[src/rtl/branch_seq_pkg.sv]
package branch_seq_pkg;
  localparam logic [2:0] OP_SEQ = 3'd0;
  localparam logic [2:0] OP_JMP = 3'd1;
  localparam logic [2:0] OP_JAL = 3'd2;
  localparam logic [2:0] OP_JR  = 3'd3;

  typedef enum logic [1:0] {A_PC = 2'd0, A_INC = 2'd1, A_REG = 2'd2} asel_e;
  typedef enum logic {B_ONE = 1'b0, B_IMM = 1'b1} bsel_e;
  typedef enum logic {ST_EXEC = 1'b0, ST_LINK2 = 1'b1} state_e;
endpackage

[src/rtl/bs_alu.sv]
module bs_alu import branch_seq_pkg::*; #(
  parameter int PC_W  = 16,
  parameter int IMM_W = 16
) (
  input  asel_e             asel,
  input  bsel_e             bsel,
  input  logic [PC_W-1:0]   pc,
  input  logic [PC_W-1:0]   inc,
  input  logic [PC_W-1:0]   rs,
  input  logic [IMM_W-1:0]  imm,
  output logic [PC_W-1:0]   y
);
  logic [PC_W-1:0] imm_x, op_a, op_b;

  generate
    if (IMM_W < PC_W) begin : g_sext
      assign imm_x = {{(PC_W-IMM_W){imm[IMM_W-1]}}, imm};
    end else begin : g_trunc
      assign imm_x = imm[PC_W-1:0];
    end
  endgenerate

  always_comb begin
    case (asel)
      A_PC:    op_a = pc;
      A_INC:   op_a = inc;
      default: op_a = rs;
    endcase
    op_b = (bsel == B_IMM) ? imm_x : PC_W'(1);
    y = op_a + op_b;
  end
endmodule

[src/rtl/bs_ctrl.sv]
module bs_ctrl import branch_seq_pkg::*; (
  input  logic       clk,
  input  logic       rst,
  input  logic       req_valid,
  input  logic [2:0] req_op,
  output logic       req_ready,
  output logic       in_link2,
  output asel_e      asel,
  output bsel_e      bsel,
  output logic       pc_load,
  output logic       npc_from_alu,
  output logic       link_cap,
  output logic       bad_op
);
  state_e state;
  logic   take;

  assign in_link2  = (state == ST_LINK2);
  assign req_ready = !in_link2;
  assign take      = req_valid && req_ready;

  always_comb begin
    asel         = A_PC;
    bsel         = B_ONE;
    pc_load      = 1'b0;
    npc_from_alu = 1'b0;
    link_cap     = 1'b0;
    bad_op       = 1'b0;
    if (in_link2) begin
      asel = A_INC; bsel = B_IMM; pc_load = 1'b1; npc_from_alu = 1'b1;
    end else if (take) begin
      case (req_op)
        OP_SEQ: pc_load = 1'b1;
        OP_JMP: begin asel = A_INC; bsel = B_IMM; pc_load = 1'b1; npc_from_alu = 1'b1; end
        OP_JR:  begin asel = A_REG; bsel = B_IMM; pc_load = 1'b1; npc_from_alu = 1'b1; end
        OP_JAL: link_cap = 1'b1;
        default: begin bad_op = 1'b1; pc_load = 1'b1; end
      endcase
    end
  end

  always_ff @(posedge clk) begin
    if (rst)              state <= ST_EXEC;
    else if (in_link2)    state <= ST_EXEC;
    else if (link_cap)    state <= ST_LINK2;
  end
endmodule

[src/rtl/bs_link.sv]
module bs_link #(
  parameter int PC_W  = 16,
  parameter int IMM_W = 16,
  parameter int RD_W  = 4
) (
  input  logic             clk,
  input  logic             rst,
  input  logic             cap,
  input  logic [RD_W-1:0]  rd_in,
  input  logic [IMM_W-1:0] imm_in,
  input  logic [PC_W-1:0]  link_val,
  output logic             we,
  output logic [RD_W-1:0]  waddr,
  output logic [PC_W-1:0]  wdata,
  output logic [IMM_W-1:0] imm_q
);
  always_ff @(posedge clk) begin
    if (rst) begin
      we    <= 1'b0;
      waddr <= '0;
      wdata <= '0;
      imm_q <= '0;
    end else begin
      we <= cap;
      if (cap) begin
        waddr <= rd_in;
        wdata <= link_val;
        imm_q <= imm_in;
      end
    end
  end
endmodule

[src/rtl/branch_seq.sv]
module branch_seq import branch_seq_pkg::*; #(
  parameter int PC_W  = 16,
  parameter int IMM_W = 16,
  parameter int RD_W  = 4
) (
  input  logic             clk,
  input  logic             rst,
  input  logic             req_valid,
  output logic             req_ready,
  input  logic [2:0]       req_op,
  input  logic [IMM_W-1:0] req_imm,
  input  logic [PC_W-1:0]  req_rs,
  input  logic [RD_W-1:0]  req_rd,
  output logic [PC_W-1:0]  pc,
  output logic [PC_W-1:0]  next_pc,
  output logic             stall,
  output logic             bad_op,
  output logic [1:0]       alu_a_sel,
  output logic             alu_b_sel,
  output logic             rf_we,
  output logic [RD_W-1:0]  rf_waddr,
  output logic [PC_W-1:0]  rf_wdata
);
  asel_e            asel;
  bsel_e            bsel;
  logic             pc_load, npc_from_alu, link_cap, in_link2;
  logic [PC_W-1:0]  inc, alu_y;
  logic [IMM_W-1:0] imm_q, imm_use;

  bs_ctrl u_ctrl (
    .clk(clk), .rst(rst), .req_valid(req_valid), .req_op(req_op),
    .req_ready(req_ready), .in_link2(in_link2), .asel(asel), .bsel(bsel),
    .pc_load(pc_load), .npc_from_alu(npc_from_alu), .link_cap(link_cap),
    .bad_op(bad_op)
  );

  assign inc     = pc + PC_W'(1);
  assign imm_use = in_link2 ? imm_q : req_imm;

  bs_alu #(.PC_W(PC_W), .IMM_W(IMM_W)) u_alu (
    .asel(asel), .bsel(bsel), .pc(pc), .inc(inc), .rs(req_rs),
    .imm(imm_use), .y(alu_y)
  );

  bs_link #(.PC_W(PC_W), .IMM_W(IMM_W), .RD_W(RD_W)) u_link (
    .clk(clk), .rst(rst), .cap(link_cap), .rd_in(req_rd), .imm_in(req_imm),
    .link_val(alu_y), .we(rf_we), .waddr(rf_waddr), .wdata(rf_wdata),
    .imm_q(imm_q)
  );

  assign next_pc   = npc_from_alu ? alu_y : inc;
  assign stall     = in_link2;
  assign alu_a_sel = asel;
  assign alu_b_sel = bsel;

  always_ff @(posedge clk) begin
    if (rst)          pc <= '0;
    else if (pc_load) pc <= next_pc;
  end
endmodule

[config.mk]
export PLATFORM = sky130hd
export DESIGN_NAME = branch_seq
export DESIGN_NICKNAME = d
export VERILOG_FILES = /design/src/rtl/branch_seq_pkg.sv /design/src/rtl/bs_alu.sv /design/src/rtl/bs_ctrl.sv /design/src/rtl/bs_link.sv /design/src/rtl/branch_seq.sv
export SDC_FILE = /design/constraint.sdc
export NUM_CORES = 1
export LEC_CHECK = 0
export CELL_PAD_IN_SITES_DETAIL_PLACEMENT = 1
export CELL_PAD_IN_SITES_GLOBAL_PLACEMENT = 2
export CORE_AREA = 2 2 117 119
export DETAILED_ROUTE_END_ITERATION = 12
export DIE_AREA = 0 0 119 121
export PLACE_DENSITY_LB_ADDON = 0.1
export SLEW_MARGIN = 15
export SYNTH_ARGS = -nofsm -noshare
export SYNTH_HDL_FRONTEND = slang
export SYNTH_SLANG_ARGS = --single-unit
export TNS_END_PERCENT = 100
[constraint.sdc]
create_clock -name clk -period 10.9 [get_ports clk]
set_input_delay 1.09 -clock clk [delete_from_list [all_inputs] [get_ports clk]]
set_output_delay 1.09 -clock clk [all_outputs]
set_load 0.1 [all_outputs]
==> metrics <==
Worst slew margin a little over a quarter; hold_sp u_link.waddr[2]; outcome finished clean; RSZ-0062 raised after global routing no; Via Count 3889; # resized after CTS 0; maximum VDD drop ~60 uV; initial antenna violation count 0; clock tree from TritonCTS done; Layout area overhead 35.2%; Post-Synth Adder-Cell Area 6.06%; post-synthesis xor/xnor area fraction 6.51%; Synth Net Count about 570; Power Dens Cells 122 nW/um2; Ys Warns 0; post-place setup slack 3.09 ns; r2r worst-path depth 15; H-tree levels 2; total CTS buffers 5; Core Region 13100 um2; Seq cells post-synth 54; Detail Route Antenna Nets 0; clk slew on worst S/H paths 0.08 ns; hold endpoint u_link.waddr[2]; DRC 0; Crit Path Max Fanout 28; Post-Synth Simple-Gate Area around 24%; final hold vios 0; vias in the first global route 3902; Worst path max stage delay 1.17 ns; CP endpoint kind output pin; register area share after synthesis between 20% and 30%; R2R Setup Slk 6.35 ns; final worst-path setup slack between 3 and 4 ns; first-pass GRT wire length 21800 um; critical path's slowest cell clkdlybuf4s50_1; Slew Limit Fails 0; DRT Pass-1 Iters 4; kind of cell adding the most delay to the critical path buffers and inverters; clk buf depth 2; WP depth 17; Remaining Overflow, GRT 0; Top FF cell, synth dfxtp_1; die height 121 um; largest net degree at the start of global routing 55; Post-CTS Setup Inserts 0; synthesized netlist cell count 509; DRT iter0 DRCs 190; Hold WS 0.456 ns; EDFF count, synth 0; layout cell share with drive strength beyond 1 under 10%; post-route setup TNS 0 ns; CP startpoint kind input port; GRT Util Overall 19.3%; Reg2Reg Launch Point u_ctrl.in_link2; skew final 0.00659 ns; row count 42; Worst Tran Pin Value 1.10 ns; Min-Delay Path Class register to register; ys async rst share 0%; Lkg Pwr 1.75 nW; Critical Path AT 6.81 ns; post-synthesis compound-gate area fraction between 20% and 30%; Post-Synthesis Cell Area between 3000 and 4000 um2; Overall Power between 0.5 and 0.6 mW; most frequent cells in the layout 116 x nand2_1, 99 x clkdlybuf4s50_1, 66 x a21oi_1, 54 x dfxtp_1, 34 x nor2_1; number of setup violations in the final report 0; I/O Pins 101; Final min period 7.90 ns; final worst path period share 72.4%; CP bufs+invs 5; n_diodes 0; IO Port Bufs 100; clk_lat worst skew 0.31 ns; dpl hpwl 10400 um; Post-Syn Area per Cell about 7 um2; Max Cap Viol 0; initial core utilization 27.8%; most common cell after layout, fill and taps aside nand2_1; r2r endpoint pc[12]; Seq. cell area ~1100 um2; main combinational cell family by area after synthesis compound AO/OA/AOI/OAI gates; hold buffers post-CTS 0; Crit Path Category input port to output pin; nets 644; crit-path most repeated cell o21ai_0; total die area 14400 um2; Netlist cell types 57; critical-path cell list clkdlybuf4s50_1 > nand3b_1 > and2_1 > buf_4 > inv_1 > buf_4 > o21ai_0 > a221o_1 > ha_1 > a21oi_1 > o21ai_0 > a211oi_1 > o311ai_0 > xor2_1 > nand2_1 > o21ai_0 > clkdlybuf4s50_1; Worst Hold Depth 2; global placement routability congestion a little over 0.8; Chip Width 119 um; Req. time, crit path 9.81 ns; fmax roughly 0.13 GHz; Post-Route Utilization 37.5%; Root Buffer clkbuf_16; Multi-input gate area 2360 um2; FILL cells about 1600; Post-Route WL 13900 um; drt wl/cell 18.2 um; DR vias/cell 5.10; CTS Sinks between 50 and 60; post-synthesis mux area share 0.276%
-- state kept, by name (all words and copies together) (netlist names) --
| name | cells |
|---|---|
| pc | 16 |
| u_link.imm_q | 16 |
| u_link.wdata | 16 |
| u_link.waddr | 4 |
| u_ctrl.in_link2 | 1 |
| u_link.we | 1 |
-- Yosys cell counts, types with 3 or more instances --
master / instances / share of area, %
nand2_1: 116 / 12
a21oi_1: 66 / 9.1
dfxtp_1: 54 / 30
nor2_1: 34 / 3.5
o21ai_0: 32 / 4.4
clkbuf_1: 28 / 2.9
ha_1: 16 / 5.5
a22o_1: 15 / 3.6
xor2_1: 14 / 3.4
nand3_1: 13 / 1.8
xnor2_1: 13 / 3.1
inv_1: 12 / 1.2
nor3_1: 10 / 1.4
and3_1: 7 / 1.2
a211oi_1: 5 / 1.0
a221o_1: 5 / 1.4
buf_2: 5 / 0.69
a221oi_1: 4 / 0.96
o22ai_1: 4 / 0.69
nand4_1: 3 / 0.52
o21bai_1: 3 / 0.62
o311ai_0: 3 / 0.72
-- cell type report --
| class | count | area share (%) |
|---|---|---|
| Tap cell | 176 | 4.48 |
| Clock inverter | 3 | 0.968 |
| Timing Repair Buffer | 104 | 20.9 |
| Multi-Input combinational cell | 406 | 48.0 |
| Clock buffer | 5 | 2.55 |
| Sequential cell | 54 | 22.0 |
| Inverter | 14 | 1.07 |
-- metrics by stage --
stage / std cells / cell area, um2
finish: 762 / 4910
global route: 762 / 4910
CTS: 762 / 4910
detailed placement: 754 / 4740
global placement: 754 / 4740
floorplan: 509 / 3630
-- where the power goes --
group	leakage (nW)	switching (mW)	internal [mW]	total, mW
Sequential	0.438	0.00783	0.203	0.211
Combinational	1.23	0.138	0.0548	0.193
Clock	0.0848	0.0853	0.110	0.196
-- layer usage --
layer | GRT usage, % | routed length [um]
met1 | 27.4 | 6890
met2 | 30.2 | 6320
met3 | 3.67 | 513
met4 | 4.69 | 143
met5 | 0 | 0
-- worst min-delay path: stages (launching register included) --
cell and delay [ns]:
dfxtp_1 0.31, nand2_1 0.05, a21oi_1 0.05
-- cells by family (layout without fill, tap and decap cells) --
group | after synthesis | count (layout)
muxes | 1 | 1
adders and majority gates | 17 | 17
xor gates and xnor gates | 27 | 27
buffers and inverters | 49 | 126
AOI/OAI and AO/OA | 160 | 160
DFF | 54 | 54
and+or+nand+nor | 201 | 201
-- worst max-delay path by stage --
stage / startpoint / end
after detailed placement: req_valid / next_pc[15]
after global placement: req_valid / next_pc[15]
final: req_valid / next_pc[14]
after CTS: req_valid / next_pc[15]
after global routing: req_valid / next_pc[14]
after floorplan: u_ctrl.in_link2 / next_pc[6]
No activity file was read; power rests on OpenSTA's default activity.
